`src/rtl/ppm_pkg.sv`:
```
package ppm_pkg;

  // Strobes from control to datapath, valid in the current cycle.
  typedef struct packed {
    logic rdEn;      // read access to the read bank this cycle
    logic wrEn;      // write-back slot to the write bank this cycle
    logic readBank;  // 0: bank A reads, bank B is written; 1: swapped
    logic useInit;   // no frame completed yet: substitute starting model
  } bankStrobe_t;

endpackage

```
`src/rtl/ppm_ctrl.sv`:
```
module ppm_ctrl #(
  parameter int FRAME_PIX  = 307200,
  parameter int PIPE_DEPTH = 5
) (
  input  logic                  clk,
  input  logic                  rstN,
  input  logic                  sof,
  input  logic                  rdValid,
  output ppm_pkg::bankStrobe_t  strobe,
  output logic                  rdDataValid
);

  localparam int CNT_W = $clog2(FRAME_PIX + 1);
  localparam logic [CNT_W-1:0] LAST_IDX = CNT_W'(FRAME_PIX - 1);

  logic [PIPE_DEPTH-1:0] validPipe;
  logic [PIPE_DEPTH-1:0] sofPipe;
  logic [CNT_W-1:0]      wrCount;
  logic [CNT_W-1:0]      wrIdx;
  logic                  readBank;
  logic                  firstFrame;
  logic                  wrSlot;
  logic                  lastWrite;

  // Stage 0 of the valid / start-of-frame delay line.
  always_ff @(posedge clk or negedge rstN) begin
    if (!rstN) begin
      validPipe[0] <= 1'b0;
      sofPipe[0]   <= 1'b0;
    end else begin
      validPipe[0] <= rdValid;
      sofPipe[0]   <= sof && rdValid;
    end
  end

  // Remaining stages, one register per pipeline step.
  for (genvar s = 1; s < PIPE_DEPTH; s++) begin : g_dly
    always_ff @(posedge clk or negedge rstN) begin
      if (!rstN) begin
        validPipe[s] <= 1'b0;
        sofPipe[s]   <= 1'b0;
      end else begin
        validPipe[s] <= validPipe[s-1];
        sofPipe[s]   <= sofPipe[s-1];
      end
    end
  end

  assign wrSlot    = validPipe[PIPE_DEPTH-1];
  assign wrIdx     = sofPipe[PIPE_DEPTH-1] ? '0 : wrCount;
  assign lastWrite = wrSlot && (wrIdx == LAST_IDX);

  // Write counter and bank roles: swap only on the frame's final write.
  always_ff @(posedge clk or negedge rstN) begin
    if (!rstN) begin
      wrCount    <= '0;
      readBank   <= 1'b0;
      firstFrame <= 1'b1;
    end else begin
      if (wrSlot) begin
        wrCount <= lastWrite ? '0 : wrIdx + 1'b1;
      end
      if (lastWrite) begin
        readBank   <= ~readBank;
        firstFrame <= 1'b0;
      end
    end
  end

  always_comb begin
    strobe.rdEn     = rdValid;
    strobe.wrEn     = wrSlot;
    strobe.readBank = readBank;
    strobe.useInit  = firstFrame;
  end

  assign rdDataValid = validPipe[0];

endmodule

```
`src/rtl/ppm_datapath.sv`:
```
module ppm_datapath #(
  parameter int ADDR_W      = 19,
  parameter int CLUSTERS    = 3,
  parameter int CENTRE_W    = 8,
  parameter int WEIGHT_W    = 8,
  parameter int INIT_WEIGHT = 10,
  parameter int PIPE_DEPTH  = 5,
  localparam int SLOT_W     = CENTRE_W + WEIGHT_W,
  localparam int DATA_W     = CLUSTERS * SLOT_W
) (
  input  logic                 clk,
  input  logic                 rstN,
  input  ppm_pkg::bankStrobe_t strobe,
  input  logic [ADDR_W-1:0]    rdAddr,
  input  logic [DATA_W-1:0]    wbData,
  output logic [DATA_W-1:0]    rdData,
  output logic                 bankAEn,
  output logic                 bankAWe,
  output logic [ADDR_W-1:0]    bankAAddr,
  output logic [DATA_W-1:0]    bankAWdata,
  input  logic [DATA_W-1:0]    bankARdata,
  output logic                 bankBEn,
  output logic                 bankBWe,
  output logic [ADDR_W-1:0]    bankBAddr,
  output logic [DATA_W-1:0]    bankBWdata,
  input  logic [DATA_W-1:0]    bankBRdata
);

  localparam int CENTRE_MAX = (1 << CENTRE_W) - 1;

  logic [ADDR_W-1:0] addrPipe [PIPE_DEPTH];
  logic [ADDR_W-1:0] wrAddr;
  logic [DATA_W-1:0] initParams;
  logic              rdBankQ;
  logic              useInitQ;
  logic              aIsRead;
  logic              bIsRead;

  // Starting model: centres spread evenly over the intensity range.
  for (genvar k = 0; k < CLUSTERS; k++) begin : g_init
    localparam int RAW = (CLUSTERS > 1) ? ((1 << CENTRE_W) * k) / (CLUSTERS - 1) : 0;
    localparam int CEN = (RAW > CENTRE_MAX) ? CENTRE_MAX : RAW;
    assign initParams[k*SLOT_W +: SLOT_W] = {WEIGHT_W'(INIT_WEIGHT), CENTRE_W'(CEN)};
  end

  // Read address delayed by the pipeline depth becomes the write address.
  always_ff @(posedge clk or negedge rstN) begin
    if (!rstN) addrPipe[0] <= '0;
    else       addrPipe[0] <= rdAddr;
  end

  for (genvar s = 1; s < PIPE_DEPTH; s++) begin : g_adly
    always_ff @(posedge clk or negedge rstN) begin
      if (!rstN) addrPipe[s] <= '0;
      else       addrPipe[s] <= addrPipe[s-1];
    end
  end

  assign wrAddr = addrPipe[PIPE_DEPTH-1];

  // Port steering by role.
  assign aIsRead = !strobe.readBank;
  assign bIsRead =  strobe.readBank;

  always_comb begin
    bankAEn    = aIsRead ? strobe.rdEn : strobe.wrEn;
    bankAWe    = !aIsRead && strobe.wrEn;
    bankAAddr  = aIsRead ? rdAddr : wrAddr;
    bankAWdata = wbData;
    bankBEn    = bIsRead ? strobe.rdEn : strobe.wrEn;
    bankBWe    = !bIsRead && strobe.wrEn;
    bankBAddr  = bIsRead ? rdAddr : wrAddr;
    bankBWdata = wbData;
  end

  // Remember the source of each read for the returning cycle.
  always_ff @(posedge clk or negedge rstN) begin
    if (!rstN) begin
      rdBankQ  <= 1'b0;
      useInitQ <= 1'b1;
    end else if (strobe.rdEn) begin
      rdBankQ  <= strobe.readBank;
      useInitQ <= strobe.useInit;
    end
  end

  assign rdData = useInitQ ? initParams : (rdBankQ ? bankBRdata : bankARdata);

endmodule

```
`src/rtl/bg_model_pingpong.sv`:
```
module bg_model_pingpong #(
  parameter int FRAME_W     = 640,
  parameter int FRAME_H     = 480,
  parameter int PIPE_DEPTH  = 5,
  parameter int CLUSTERS    = 3,
  parameter int CENTRE_W    = 8,
  parameter int WEIGHT_W    = 8,
  parameter int INIT_WEIGHT = 10,
  localparam int FRAME_PIX  = FRAME_W * FRAME_H,
  localparam int ADDR_W     = $clog2(FRAME_PIX),
  localparam int DATA_W     = CLUSTERS * (CENTRE_W + WEIGHT_W)
) (
  input  logic              clk,
  input  logic              rstN,
  input  logic              sof,
  input  logic              rdValid,
  input  logic [ADDR_W-1:0] rdAddr,
  input  logic [DATA_W-1:0] wbData,
  output logic [DATA_W-1:0] rdData,
  output logic              rdDataValid,
  output logic              readBank,
  output logic              bankAEn,
  output logic              bankAWe,
  output logic [ADDR_W-1:0] bankAAddr,
  output logic [DATA_W-1:0] bankAWdata,
  input  logic [DATA_W-1:0] bankARdata,
  output logic              bankBEn,
  output logic              bankBWe,
  output logic [ADDR_W-1:0] bankBAddr,
  output logic [DATA_W-1:0] bankBWdata,
  input  logic [DATA_W-1:0] bankBRdata
);

  ppm_pkg::bankStrobe_t strobe;

  ppm_ctrl #(
    .FRAME_PIX (FRAME_PIX),
    .PIPE_DEPTH(PIPE_DEPTH)
  ) u_ctrl (
    .clk        (clk),
    .rstN       (rstN),
    .sof        (sof),
    .rdValid    (rdValid),
    .strobe     (strobe),
    .rdDataValid(rdDataValid)
  );

  ppm_datapath #(
    .ADDR_W     (ADDR_W),
    .CLUSTERS   (CLUSTERS),
    .CENTRE_W   (CENTRE_W),
    .WEIGHT_W   (WEIGHT_W),
    .INIT_WEIGHT(INIT_WEIGHT),
    .PIPE_DEPTH (PIPE_DEPTH)
  ) u_dp (
    .clk       (clk),
    .rstN      (rstN),
    .strobe    (strobe),
    .rdAddr    (rdAddr),
    .wbData    (wbData),
    .rdData    (rdData),
    .bankAEn   (bankAEn),
    .bankAWe   (bankAWe),
    .bankAAddr (bankAAddr),
    .bankAWdata(bankAWdata),
    .bankARdata(bankARdata),
    .bankBEn   (bankBEn),
    .bankBWe   (bankBWe),
    .bankBAddr (bankBAddr),
    .bankBWdata(bankBWdata),
    .bankBRdata(bankBRdata)
  );

  assign readBank = strobe.readBank;

endmodule

```
`config.mk`:
```
export PLATFORM = sky130hd
export DESIGN_NAME = bg_model_pingpong
export DESIGN_NICKNAME = d
export VERILOG_FILES = /design/src/rtl/ppm_pkg.sv /design/src/rtl/ppm_ctrl.sv /design/src/rtl/ppm_datapath.sv /design/src/rtl/bg_model_pingpong.sv
export SDC_FILE = /design/constraint.sdc
export NUM_CORES = 1
export LEC_CHECK = 0
export ABC_AREA = 1
export CAP_MARGIN = 10
export CORE_UTILIZATION = 35
export CTS_BUF_LIST = sky130_fd_sc_hd__clkbuf_8
export CTS_CLUSTER_SIZE = 16
export DETAILED_ROUTE_END_ITERATION = 12
export DONT_BUFFER_PORTS = 1
export HOLD_SLACK_MARGIN = 0.03
export PLACE_DENSITY_LB_ADDON = 0.1
export SLEW_MARGIN = 20
export SYNTH_ARGS = -nofsm -noshare
export SYNTH_HDL_FRONTEND = slang
export SYNTH_HIERARCHICAL = 1
export SYNTH_SLANG_ARGS = --single-unit
```
`constraint.sdc`:
```
create_clock -name clk -period 1.8 [get_ports clk]
set_clock_uncertainty 0.15 [all_clocks]
set_input_delay 0.27 -clock clk [delete_from_list [all_inputs] [get_ports clk]]
set_output_delay 0.27 -clock clk [all_outputs]
set_load 0.01 [all_outputs]
```
==> results.md <==
* Starting DRT DRC Count at around 220
* Core ar. at 18,020 sq um
* Number of global-route vias before repair at roughly 4.3k
* Synth top area cells: dfrtp_1 49%, buf_4 12%, nand2_1 12%
* Initial antenna violation count at 0
* Area Overhead vs Synth at 32.86%
* Worst path required time at about 1.4 ns
* Port Buffer Count at 0
* P_leak at between 0.004 and 0.005 uW
* Post-route cell area at 8569 sq um
* Synth Warn # at 6
* Status: finished, violations left
* Routed WL at between 20,000 and 25,000 microns
* Synth top cells by count: 207 x nand2_1, 126 x dfrtp_1, 107 x buf_4
* Synth cell types at 34
* Syn_area_per_cell at between 8 and 9 sq um
* CP Data Arrival Time at 1.55 ns
* Worst-path clk slew at roughly 0.08 ns
* DP Wirelength at approximately 15,000 microns
* Die width at ~140 microns
* RSZ-0062 raised after global routing: true
* Pre-CTS setup slack at -0.02689 ns
* Top FF cell, synth: dfrtp_1
* Final setup vio count at between 80 and 90
* CTS tree: yes
* Critical path endpoint category: output pin
* Setup WS post-layout at -0.1718 ns
* CP delay by family, top: flip-flops
* Leading cell type by number of instances after synthesis: nand2_1
* Slowest CP cell: dfrtp_2
* Sink Count at around 130
* FFs w/ async S/R, synth at between 90% and 100%
* CTS root buf: clkbuf_8
* Sequential cell area fraction in the yosys report at between 40 and 50%
* Area share of the largest cell type after synthesis at around half
* Final nets at ~960
* Crit start category: flip-flop
* Synth Cell Area at 6450 sq um
* RePlAce Congestion at roughly 0.83
* Slew Limit Fails at 0
* Final Hold Fails at between 100 and 150
* Cell Area, Placed at approximately 6400 sq um
* H-Tree Depth at 4
* EDFF count, synth at 0
* Post-Syn Instances at ~760
* Die Y at 137.8 microns
* Fraction of layout cells with a size suffix above 1 at about 43%
* Setup TNS at -6.773 ns
* CP Class: reg2out
* Synth area leader: dfrtp_1
* Post-Synthesis Net Count at slightly above 900
* Final min period at between 1.5 and 2 ns
* WHS at -0.6163 ns
* Ant diodes at 0
* Max transition margin at 69.95%
* Clk_lat worst skew at roughly 0.42 ns
* DRC viols at 0
* WP buf/inv at 3
* CTS Buf Count at 17
* Final Cycle Share at 109.5%
* Largest net degree at the start of global routing at ~130
* First-pass GRT wire length at 28,290 microns
* Critical Path Fanout Max at 7
* Worst-margin pin slew at approximately 0.45 ns
* CTS max path bufs at 2
* Via count at between 4k and 5k
* Type of the tightest min-delay check: in2async
* DR vias/cell at around 4.8
* Grt total ovfl at 0
* Gr usage total at between 20% and 30%
* Starting Density at a little over a third
* Avg WL per Cell at ~21 microns
* Fmax at 0.5072 GHz
* First-pass DRT Iterations at 4
* Crit path largest cell delay at 0.52 ns
* Crit-path cells: buf_12, buf_16, nor2_4, nor2_2, buf_6
* Failing checks: negative hold slack, negative setup slack
* Antenna Nets Post-Route at 0
* IO Count at around 360
* Peak supply drop at 0.5602 mV
* Pwr Density at 701.1 nW/um^2
* # rows at a little under 50
* Yosys reg bits at about 130
* Max-cap violations at 0
* Hold-fix buffer count after cts at 21
* Die area at approximately 19,000 sq um
-- worst paths after layout --
kind	from	cells after the start	slack [ns]	endpoint
max in group asynchronous	rstN	0	1.83	u_dp/useInitQ
min in group clk	u_dp/addrPipe[26]	0	0.19	u_dp/wrAddr[7]
worst max register to register	u_ctrl/sofPipe[4]	11	-0.02	u_ctrl/wrCount[15]
worst max-delay path	u_dp/rdBankQ	5	-0.17	rdData[2]
worst min-delay path	rstN	0	-0.62	u_dp/addrPipe[78]
worst min register to register	u_dp/addrPipe[26]	0	0.19	u_dp/wrAddr[7]
-- power by group --
part,switching (uW),internal (uW)
clock network,1130,1170
logic,333,295
registers,67.8,3020
total,1530,4480
-- worst register-to-register path: stages (launching register included) --
cell and delay, ns:
dfrtp_1 0.42, buf_6 0.18, inv_12 0.10, nand3_2 0.10, nor2_4 0.18, nand2_4 0.09
nor2_8 0.14, nand2_8 0.10, nand2_8 0.11, inv_4 0.05, nand2_1 0.05, nand2_1 0.04
-- registers in the layout (all words and copies together), names as in the netlist, 3 cells and up --
signal and flops:
u_dp/addrPipe 76, u_ctrl/wrCount 19, u_dp/wrAddr 19, u_ctrl/sofPipe 5
u_ctrl/validPipe 3
-- cells in the final DEF, fill, tap and decap left out, drive strengths merged --
| cell | netlist | layout |
|---|---|---|
| o21ai | 55 | 55 |
| dfrtp | 126 | 126 |
| o21bai | 2 | 2 |
| xor2 | 3 | 3 |
| clkinv | 0 | 7 |
| buf | 126 | 107 |
| xnor2 | 3 | 3 |
| nor3 | 1 | 1 |
| nand4 | 2 | 2 |
| ha | 1 | 1 |
| and2b | 1 | 1 |
| nand3b | 1 | 1 |
| inv | 83 | 87 |
| dlygate4sd3 | 0 | 21 |
| clkinvlp | 0 | 2 |
| clkbuf | 3 | 23 |
| o22ai | 2 | 2 |
| nand2 | 212 | 213 |
| nor2 | 95 | 95 |
| nand3 | 44 | 44 |
| dfstp | 2 | 2 |
| bufinv | 0 | 1 |
| a21boi | 1 | 1 |
-- layer usage --
| layer | vias to the layer above | global-route usage (%) | wire length (microns) |
|---|---|---|---|
| li1 | 2285 | - | - |
| met1 | 2329 | 23.41 | 7597 |
| met2 | 257 | 29.65 | 9703 |
| met3 | 35 | 21.38 | 4520 |
| met4 | 0 | 5.374 | 295 |
| met5 | - | 0 | 0 |
-- timing repair --
item	CTS	global route
hold endpoints to repair	151	128
cloned	12	6
endpoints found under the setup margin	93	106
setup buffers	10	8
gates resized for setup	141	193
pin swaps	24	52
-- area by class of cell --
class	instances	area (sq um)
fillers	1689	9455
flip-flops and latches	128	3209
clock inverters	13	115.1
inverters	83	341.6
clock buffers	19	261.5
multi-input cells	424	2865
repair buffers	132	1481
repair inverters	1	8.758
well taps	229	286.5
-- per-stage QoR --
stage	util, %	cells	total power (uW)
floorplan	-	763	3612
finish	47.54	1029	6008
global route	47.54	1029	6310
global placement	35.59	943	3577
detailed placement	35.59	943	3580
CTS	42.91	1018	5995
-- cell families after synthesis --
family / after synthesis / synth area share [%]
and+or+nand+nor: 356 / 23.86
xor gates and xnor gates: 6 / 0.8149
adders and majority gates: 1 / 0.1940
buffers and inverters: 212 / 20.16
AOI/OAI and AO/OA: 60 / 5.276
DFF: 128 / 49.70
Power figures use the tool's default switching activity.
